$ cat src/rtl/mbd_pkg.sv
package mbd_pkg;
  localparam int ADDR_W   = 16;
  localparam int DATA_W   = 8;
  localparam int PORT_W   = 8;
  localparam int OFF_W    = 14;
  localparam int NUM_REG  = 4;
  localparam int SEL_W    = NUM_REG + 1;

  // select bit positions
  localparam int SEL_RAM  = 0;
  localparam int SEL_VRAM = 1;
  localparam int SEL_SYS  = 2;
  localparam int SEL_BAS  = 3;
  localparam int SEL_NONE = 4;

  // port bit positions that steer the map
  localparam int PB_SYS  = 0;
  localparam int PB_RAM  = 1;
  localparam int PB_VRAM = 2;
  localparam int PB_RAMW = 3;
  localparam int PB_BAS  = 7;

  typedef struct packed {
    logic bas;
    logic ramw;
    logic vram;
    logic ram;
    logic sys;
  } map_t;

  localparam map_t MAP_RESET = '{bas: 1'b0, ramw: 1'b1, vram: 1'b1, ram: 1'b1, sys: 1'b1};

  function automatic map_t port_to_map(input logic [PORT_W-1:0] p);
    map_t m;
    m.bas  = p[PB_BAS];
    m.ramw = p[PB_RAMW];
    m.vram = p[PB_VRAM];
    m.ram  = p[PB_RAM];
    m.sys  = p[PB_SYS];
    return m;
  endfunction

  function automatic logic [ADDR_W-1:0] region_base(input int i);
    case (i)
      SEL_RAM:  return 16'h0000;
      SEL_VRAM: return 16'h8000;
      SEL_SYS:  return 16'hE000;
      default:  return 16'hC000;
    endcase
  endfunction

  function automatic int region_lg2(input int i);
    case (i)
      SEL_RAM, SEL_VRAM: return 14;
      default:           return 13;
    endcase
  endfunction
endpackage

$ cat src/rtl/mbd_cfg_reg.sv
module mbd_cfg_reg
  import mbd_pkg::*;
(
  input  logic              clk,
  input  logic              rst_n,
  input  logic              port_wr,
  input  logic [PORT_W-1:0] port_data,
  output map_t              map_q
);
  logic [1:0] rsync_q;
  logic       rst_int_n;
  map_t       map_d;
  logic       map_en;
  logic       unused_port_bits;

  assign unused_port_bits = ^port_data[6:4];

  always_ff @(posedge clk or negedge rst_n) begin
    if (!rst_n) rsync_q <= 2'b00;
    else        rsync_q <= {rsync_q[0], 1'b1};
  end
  assign rst_int_n = rsync_q[1];

  always_comb begin
    map_d  = port_to_map(port_data);
    map_en = port_wr && rst_int_n && (map_d != map_q);
  end

  always_ff @(posedge clk or negedge rst_int_n) begin
    if (!rst_int_n)  map_q <= MAP_RESET;
    else if (map_en) map_q <= map_d;
  end
endmodule

$ cat src/rtl/mbd_region_decode.sv
module mbd_region_decode
  import mbd_pkg::*;
(
  input  logic [ADDR_W-1:0]  addr,
  input  logic               access,
  input  logic [NUM_REG-1:0] region_en,
  output logic [SEL_W-1:0]   sel,
  output logic [OFF_W-1:0]   offset
);
  logic [NUM_REG-1:0]            hit;
  logic [NUM_REG-1:0][OFF_W-1:0] off_hit;

  for (genvar i = 0; i < NUM_REG; i++) begin : g_region
    localparam int                LG   = region_lg2(i);
    localparam logic [ADDR_W-1:0] BASE = region_base(i);
    assign hit[i]     = region_en[i] && (addr[ADDR_W-1:LG] == BASE[ADDR_W-1:LG]);
    assign off_hit[i] = hit[i] ? OFF_W'(addr[LG-1:0]) : '0;
  end

  always_comb begin
    logic [OFF_W-1:0] o;
    o = '0;
    for (int i = 0; i < NUM_REG; i++) o = o | off_hit[i];
    sel              = '0;
    sel[NUM_REG-1:0] = access ? hit : '0;
    sel[SEL_NONE]    = access && (hit == '0);
    offset           = access ? o : '0;
  end
endmodule

$ cat src/rtl/mbd_data_path.sv
module mbd_data_path
  import mbd_pkg::*;
(
  input  logic [SEL_W-1:0]              sel,
  input  logic                          rd,
  input  logic                          wr,
  input  logic                          ram_writable,
  input  logic [NUM_REG-1:0][DATA_W-1:0] region_rdata,
  output logic                          mem_we,
  output logic [DATA_W-1:0]             rdata
);
  always_comb begin
    mem_we = wr && ((sel[SEL_RAM] && ram_writable) || sel[SEL_VRAM]);
    rdata  = '1;
    if (rd) begin
      for (int i = 0; i < NUM_REG; i++) begin
        if (sel[i]) rdata = region_rdata[i];
      end
    end
  end
endmodule

$ cat src/rtl/mem_bank_decoder.sv
module mem_bank_decoder
  import mbd_pkg::*;
(
  input  logic              clk,
  input  logic              rst_n,
  input  logic              port_wr,
  input  logic [PORT_W-1:0] port_data,
  input  logic              mreq,
  input  logic              rd,
  input  logic              wr,
  input  logic [ADDR_W-1:0] addr,
  input  logic [DATA_W-1:0] ram_rdata,
  input  logic [DATA_W-1:0] vram_rdata,
  input  logic [DATA_W-1:0] sys_rdata,
  input  logic [DATA_W-1:0] bas_rdata,
  output logic [SEL_W-1:0]  sel,
  output logic [OFF_W-1:0]  offset,
  output logic              mem_we,
  output logic [DATA_W-1:0] rdata
);
  map_t                          map_q;
  logic [NUM_REG-1:0]            region_en;
  logic [NUM_REG-1:0][DATA_W-1:0] region_rdata;
  logic                          access;

  assign access = mreq && (rd || wr);

  always_comb begin
    region_en[SEL_RAM]     = map_q.ram;
    region_en[SEL_VRAM]    = map_q.vram;
    region_en[SEL_SYS]     = map_q.sys;
    region_en[SEL_BAS]     = map_q.bas;
    region_rdata[SEL_RAM]  = ram_rdata;
    region_rdata[SEL_VRAM] = vram_rdata;
    region_rdata[SEL_SYS]  = sys_rdata;
    region_rdata[SEL_BAS]  = bas_rdata;
  end

  mbd_cfg_reg u_cfg (
    .clk       (clk),
    .rst_n     (rst_n),
    .port_wr   (port_wr),
    .port_data (port_data),
    .map_q     (map_q)
  );

  mbd_region_decode u_dec (
    .addr      (addr),
    .access    (access),
    .region_en (region_en),
    .sel       (sel),
    .offset    (offset)
  );

  mbd_data_path u_dp (
    .sel          (sel),
    .rd           (rd),
    .wr           (wr),
    .ram_writable (map_q.ramw),
    .region_rdata (region_rdata),
    .mem_we       (mem_we),
    .rdata        (rdata)
  );
endmodule

$ cat config.mk
export PLATFORM = sky130hd
export DESIGN_NAME = mem_bank_decoder
export DESIGN_NICKNAME = d
export VERILOG_FILES = /design/src/rtl/mbd_pkg.sv /design/src/rtl/mbd_cfg_reg.sv /design/src/rtl/mbd_region_decode.sv /design/src/rtl/mbd_data_path.sv /design/src/rtl/mem_bank_decoder.sv
export SDC_FILE = /design/constraint.sdc
export NUM_CORES = 1
export LEC_CHECK = 0
export BUFFER_PORTS_ARGS = -buffer_cell sky130_fd_sc_hd__buf_2
export CAP_MARGIN = 20
export CORE_UTILIZATION = 39
export CTS_BUF_LIST = sky130_fd_sc_hd__clkbuf_8 sky130_fd_sc_hd__clkbuf_16
export DETAILED_ROUTE_END_ITERATION = 10
export PLACE_DENSITY = 0.85
export SETUP_SLACK_MARGIN = 0.02
export SLEW_MARGIN = 5
export SYNTH_ARGS = -nofsm -noshare
export SYNTH_HDL_FRONTEND = slang
export SYNTH_SLANG_ARGS = --single-unit
$ cat constraint.sdc
create_clock -name clk -period 2.06 [get_ports clk]
set_input_delay 0.206 -clock clk [delete_from_list [all_inputs] [get_ports clk]]
set_output_delay 0.206 -clock clk [all_outputs]
set_load 0.02 [all_outputs]
==> results_dict.tcl, run 1 <==
set metrics [dict create \
    avgViaCountPerCell 5.213 \
    cp_max_fo 10 \
    rsz0062_at_grt "true" \
    synth_seq_cells 7 \
    dp_cells 234 \
    crit_type "flip-flop to primary output" \
    vias 1246 \
    r2r_slack_ns 0.92 \
    dr_wl_met3_um 230 \
    clock_latency_ns 0.23 \
    dr_wl_met2_um 1398 \
    synth_cell_type_count 28 \
    initial_utilization_pct 42.23 \
    min_path_type "flip-flop to async pin" \
    netlist_instances 131 \
    numPortBuffers 86 \
    cts_buffer_depth 2 \
    max_stage_delay_ns 0.58 \
    wl_per_cell_um 12.25 \
    cap_violations 0 \
    multi_input_area_um2 699.4 \
    final.setup.worst_slack_ns 0.07627 \
    top_layer_used "met4" \
    pre_cts_ws_ns 0.2295 \
    antenna_left 0 \
    clock_sinks 7 \
    slew_viol_final 0 \
    whs_ns 0.08669 \
    nFillCells 224 \
    grt_pass1_wl_um 4312 \
    synth.top_cells.by_area "nand3b_1 (13%), a21oi_1 (11%), dfstp_2 (11%)" \
    setup_viol 0 \
    dieArea_um2 2643 \
    layout_commonest_cell "buf_2" \
    die_h_um 51.41 \
    total_leakage_power_nw 0.7011 \
    cp_data_arrival_time_ns 1.78 \
    rr_worst_depth 2 \
    status "completed" \
    wirelength_met1_um 1282 \
    grt.total_usage_pct 21.25 \
    fin_crit_sh_pct 96.30 \
    cts_tree "built" \
    grt_pass1_vias 983 \
    rows 17 \
    max_freq_ghz 0.5041 \
    worst_setup_path_start_kind "flip-flop" \
    fin_setup_tns_ns 0 \
    drive_gt1_share_pct 49.76 \
    pin_count 90 \
    period_needed_ns 1.984 \
    dpl.hpwl_um 2247 \
    gr-total-overflow 0 \
    finalClockSkew_ns 0.002507 \
    clkSlewWorstSetupHoldPaths_ns 0.04 \
    hold_viol 0 \
    crit_slowest_cell "dfstp_2" \
    yosysTopAreaCellShare_pct 12.61 \
    cp-end-kind "primary output" \
    drt_iter0_drc 21 \
    core-area_um2 2255 \
    wl_um 2927 \
    yosys_warnings 0 \
    synth_area_leader_cell "nand3b_1" \
    h-tree-depth 1 \
    peakVddDrop_v 0.0004526 \
    antenna_found_initial 0 \
    r2r_start "u_cfg.rsync_q[1]" \
    seq_area_um2 180.2 \
    grt_max_degree 22 \
    r2r-end "u_cfg.map_q[4]" \
    fin_nets 274 \
    syn_area_per_cell_um2 7.268 \
    diodes 0 \
    die_x_um 51.41 \
    dr.pass1.iters 4 \
    gp_congestion 0.7289 \
    clockRootBuffer "clkbuf_8" \
    netlist_area_um2 952.2 \
    fin_cells 239 \
    cts_inserted_buffers 3 \
    synth_nets 193 \
    p_per_area_nw_per_um2 434.7 \
    syn_to_final_growth_pct 50.99 \
    finalPower_w 0.0006250 \
    mostFrequentLayoutCells "buf_2 (86), a21oi_1 (21), nand2_1 (17)" \
    seq_area_frac_synth_pct 18.92 \
    critPathRequiredTime_ns 1.85 \
    crit_chain "or3b_1 -> a211oi_1 -> o221ai_1 -> buf_2" \
    drc 0 \
]
metrics by stage:
stage | util (%) | instance area [um^2]
after floorplan | - | 952.2
after global placement | 60.43 | 1363
after detailed placement | 60.43 | 1363
after CTS | 63.32 | 1428
after global routing | 63.76 | 1438
final | 63.76 | 1438
how the worst max path moves through the flow:
| stage | start | endpoint | depth (start not counted) |
|---|---|---|---|
| floorplan | u_cfg.map_q[2] | offset[10] | 5 |
| global placement | u_cfg.map_q[0] | sel[4] | 4 |
| detailed placement | u_cfg.map_q[0] | sel[4] | 4 |
| CTS | u_cfg.map_q[1] | rdata[5] | 4 |
| global route | u_cfg.map_q[1] | rdata[5] | 4 |
| finish | u_cfg.map_q[1] | rdata[0] | 4 |
per-layer routing:
metal | vias up | GRT usage (%)
met2 | 48 | 35.71
met1 | 551 | 26.99
met3 | 2 | 4.167
met4 | 0 | 6.757
li1 | 645 | -
met5 | - | 0
final cells by class:
class,count,share of cell area (%)
inverters,8,2.089
clock inverters,1,0.2611
flip-flops and latches,7,12.53
well taps,28,2.437
multi-input cells,104,48.65
repair buffers,88,31.16
clock buffers,3,2.872
where the power goes:
| group | total (W) | leakage (nW) | switching (W) | internal [W] |
|---|---|---|---|---|
| clock | 0.000189 | 0.0269 | 0.0000605 | 0.000129 |
| sequential | 0.000194 | 0.0771 | 0.0000300 | 0.000164 |
| combinational | 0.000241 | 0.597 | 0.000128 | 0.000113 |
| total | 0.000625 | 0.701 | 0.000219 | 0.000406 |
synthesized netlist by cell type:
cell,n
nand4_1,1
nor3_1,2
nand3_1,2
buf_1,1
clkbuf_1,4
conb_1,1
nand2_1,17
mux2_2,6
buf_6,1
o2111ai_2,1
nand3b_1,16
a21oi_1,21
o221ai_1,7
a211oi_1,8
dfstp_2,4
and3_1,4
nor2_1,2
o211ai_1,1
o21a_1,1
inv_1,8
or3b_1,8
buf_4,1
a21o_1,1
o21ai_0,2
buf_2,5
nand2b_1,2
dfrtp_1,3
and3b_1,1
timing repair:
item,4_1_cts,5_1_grt
pin swaps,0,1
setup buffers,0,0
gates resized for setup,2,2
setup endpoints to repair,3,4
endpoints found under the hold margin,2,0
hold buffers,1,0
worst max-delay path, delay by kind of cell, from the launching register on:
| kind | cells | cell delay (ns) |
|---|---|---|
| compound gates | 2 | 0.43 |
| buf+inv | 1 | 0.18 |
| flops | 1 | 0.58 |
| simple gates | 1 | 0.36 |
registers in the layout (all words and copies together), names as in the netlist:
| register | flops |
|---|---|
| u_cfg.rsync_q | 2 |
| u_cfg.map_q | 5 |
kinds of logic after synthesis:
kind of cell | Yosys count | share of synthesized area (%)
AOI/OAI and AO/OA | 42 | 28.78
DFF | 7 | 18.92
muxes | 6 | 7.095
buffers and inverters | 20 | 9.723
and+or+nand+nor | 55 | 35.09
other | 1 | 0.3938
(Power assumes the default switching activity.)
==> inputs of run 2 (changes only) <==
--- a/config.mk
+++ b/config.mk
@@ -10,6 +10,7 @@
 export CORE_UTILIZATION = 39
 export CTS_BUF_LIST = sky130_fd_sc_hd__clkbuf_8 sky130_fd_sc_hd__clkbuf_16
 export DETAILED_ROUTE_END_ITERATION = 10
+export MAX_ROUTING_LAYER = met4
 export PLACE_DENSITY = 0.85
 export SETUP_SLACK_MARGIN = 0.02
 export SLEW_MARGIN = 5
==> results_dict.tcl, run 2 (same netlist as run 1, synthesis figures left out) <==
set metrics [dict create \
    grt_pass1_wl_um 4312 \
    drt_iter0_drc 21 \
    diodes 0 \
    antenna_left 0 \
    period_needed_ns 1.984 \
    drive_gt1_share_pct 49.76 \
    mostFrequentLayoutCells "buf_2 (86), a21oi_1 (21), nand2_1 (17)" \
    fin_util_pct 63.76 \
    dp_cells 234 \
    clock_sinks 7 \
    clockRootBuffer "clkbuf_8" \
    hold_viol 0 \
    avgViaCountPerCell 5.222 \
    dpl.hpwl_um 2247 \
    min_path_type "flip-flop to async pin" \
    slew_viol_final 0 \
    finalPower_w 0.0006249 \
    rows 17 \
    crit_type "flip-flop to primary output" \
    antenna_found_initial 0 \
    crit_chain "or3b_1 -> a211oi_1 -> o221ai_1 -> buf_2" \
    grt.total_usage_pct 21.82 \
    numPortBuffers 86 \
    drc 0 \
    cp_max_fo 10 \
    initial_utilization_pct 42.23 \
    fin_setup_tns_ns 0 \
    die_x_um 51.41 \
    setup_viol 0 \
    pin_count 90 \
    pre_cts_ws_ns 0.2295 \
    vias 1248 \
    cap_violations 0 \
    layout_commonest_cell "buf_2" \
    crit_slowest_cell "dfstp_2" \
    max_stage_delay_ns 0.58 \
    gp_congestion 0.7377 \
    dieArea_um2 2643 \
    gr-total-overflow 0 \
    p_per_area_nw_per_um2 434.7 \
    die_h_um 51.41 \
    finalClockSkew_ns 0.002530 \
    total_leakage_power_nw 0.7011 \
    worst_setup_path_start_kind "flip-flop" \
    fin_nets 274 \
    rsz0062_at_grt "true" \
    wl_per_cell_um 12.25 \
    wl_um 2927 \
    cts_buffer_depth 2 \
    fin_crit_sh_pct 96.30 \
    status "completed" \
    cts_inserted_buffers 3 \
    cp_data_arrival_time_ns 1.78 \
    clkSlewWorstSetupHoldPaths_ns 0.04 \
    fin_cells 239 \
    cts_tree "built" \
    cp-end-kind "primary output" \
    grt_pass1_vias 982 \
    clock_latency_ns 0.23 \
    h-tree-depth 1 \
    dr.pass1.iters 4 \
    peakVddDrop_v 0.0004527 \
    core-area_um2 2255 \
    critPathRequiredTime_ns 1.85 \
    top_register "u_cfg.map_q" \
    largest_reg_flops 5 \
    reg_top3 "u_cfg.map_q x5, u_cfg.rsync_q x2" \
    max_freq_ghz 0.5041 \
    final.setup.worst_slack_ns 0.07629 \
    grt_max_degree 22 \
    syn_to_final_growth_pct 50.99 \
]
run 2: power breakdown:
| part | internal (W) | switching (W) |
|---|---|---|
| combinational | 0.000113 | 0.000128 |
| clock | 0.000129 | 0.0000605 |
| sequential | 0.000164 | 0.0000300 |
| total | 0.000406 | 0.000219 |
run 2: per-stage QoR:
stage	cell area (um^2)	hold WS, ns
3_5_place_dp	1363	-0.006323
4_1_cts	1428	0.09328
6_report	1438	0.08669
3_3_place_gp	1363	-0.007172
5_1_grt	1438	0.1093
2_1_floorplan	952.2	-0.08959
run 2: critical path, delay by kind of cell, from the launching register on:
| family | cells | cell delay (ns) |
|---|---|---|
| flops | 1 | 0.58 |
| compound gates | 2 | 0.43 |
| simple gates | 1 | 0.36 |
| buf+inv | 1 | 0.18 |
run 2: layout make-up:
| type | count | area [um^2] |
|---|---|---|
| Inverter | 8 | 30.03 |
| Clock inverter | 1 | 3.754 |
| Timing Repair Buffer | 88 | 447.9 |
| Sequential cell | 7 | 180.2 |
| Multi-Input combinational cell | 104 | 699.4 |
| Fill cell | 224 | 817.0 |
| Tap cell | 28 | 35.03 |
| Clock buffer | 3 | 41.29 |
run 2: per-layer routing:
layer  global-route usage [%]  vias to the layer above  wire (um)
met3                    4.167                        4        224
li1                         -                      645          -
met5                        -                        -          0
met1                    26.99                      551       1288
met4                    6.757                        0         21
met2                    35.71                       48       1392
run 2: final timing paths:
path	from	end	slack, ns	cells after the start
setup / recovery	u_cfg.map_q[1]	rdata[0]	0.08	4
hold / removal	u_cfg.rsync_q[1]	u_cfg.map_q[4]	0.09	0
setup reg to reg	u_cfg.rsync_q[1]	u_cfg.map_q[4]	0.92	2
hold reg to reg	u_cfg.rsync_q[1]	u_cfg.map_q[4]	0.09	0
max in group asynchronous	rst_n	u_cfg.rsync_q[1]	1.68	2
min in group clk	port_data[2]	u_cfg.map_q[2]	0.21	2
run 2: repair_timing:
item	in CTS	in global routing
gates resized for setup	2	2
endpoints found under the setup margin	3	4
pin swaps	0	1
buffers inserted	0	0
hold buffers	1	0
hold endpoints to repair	2	0
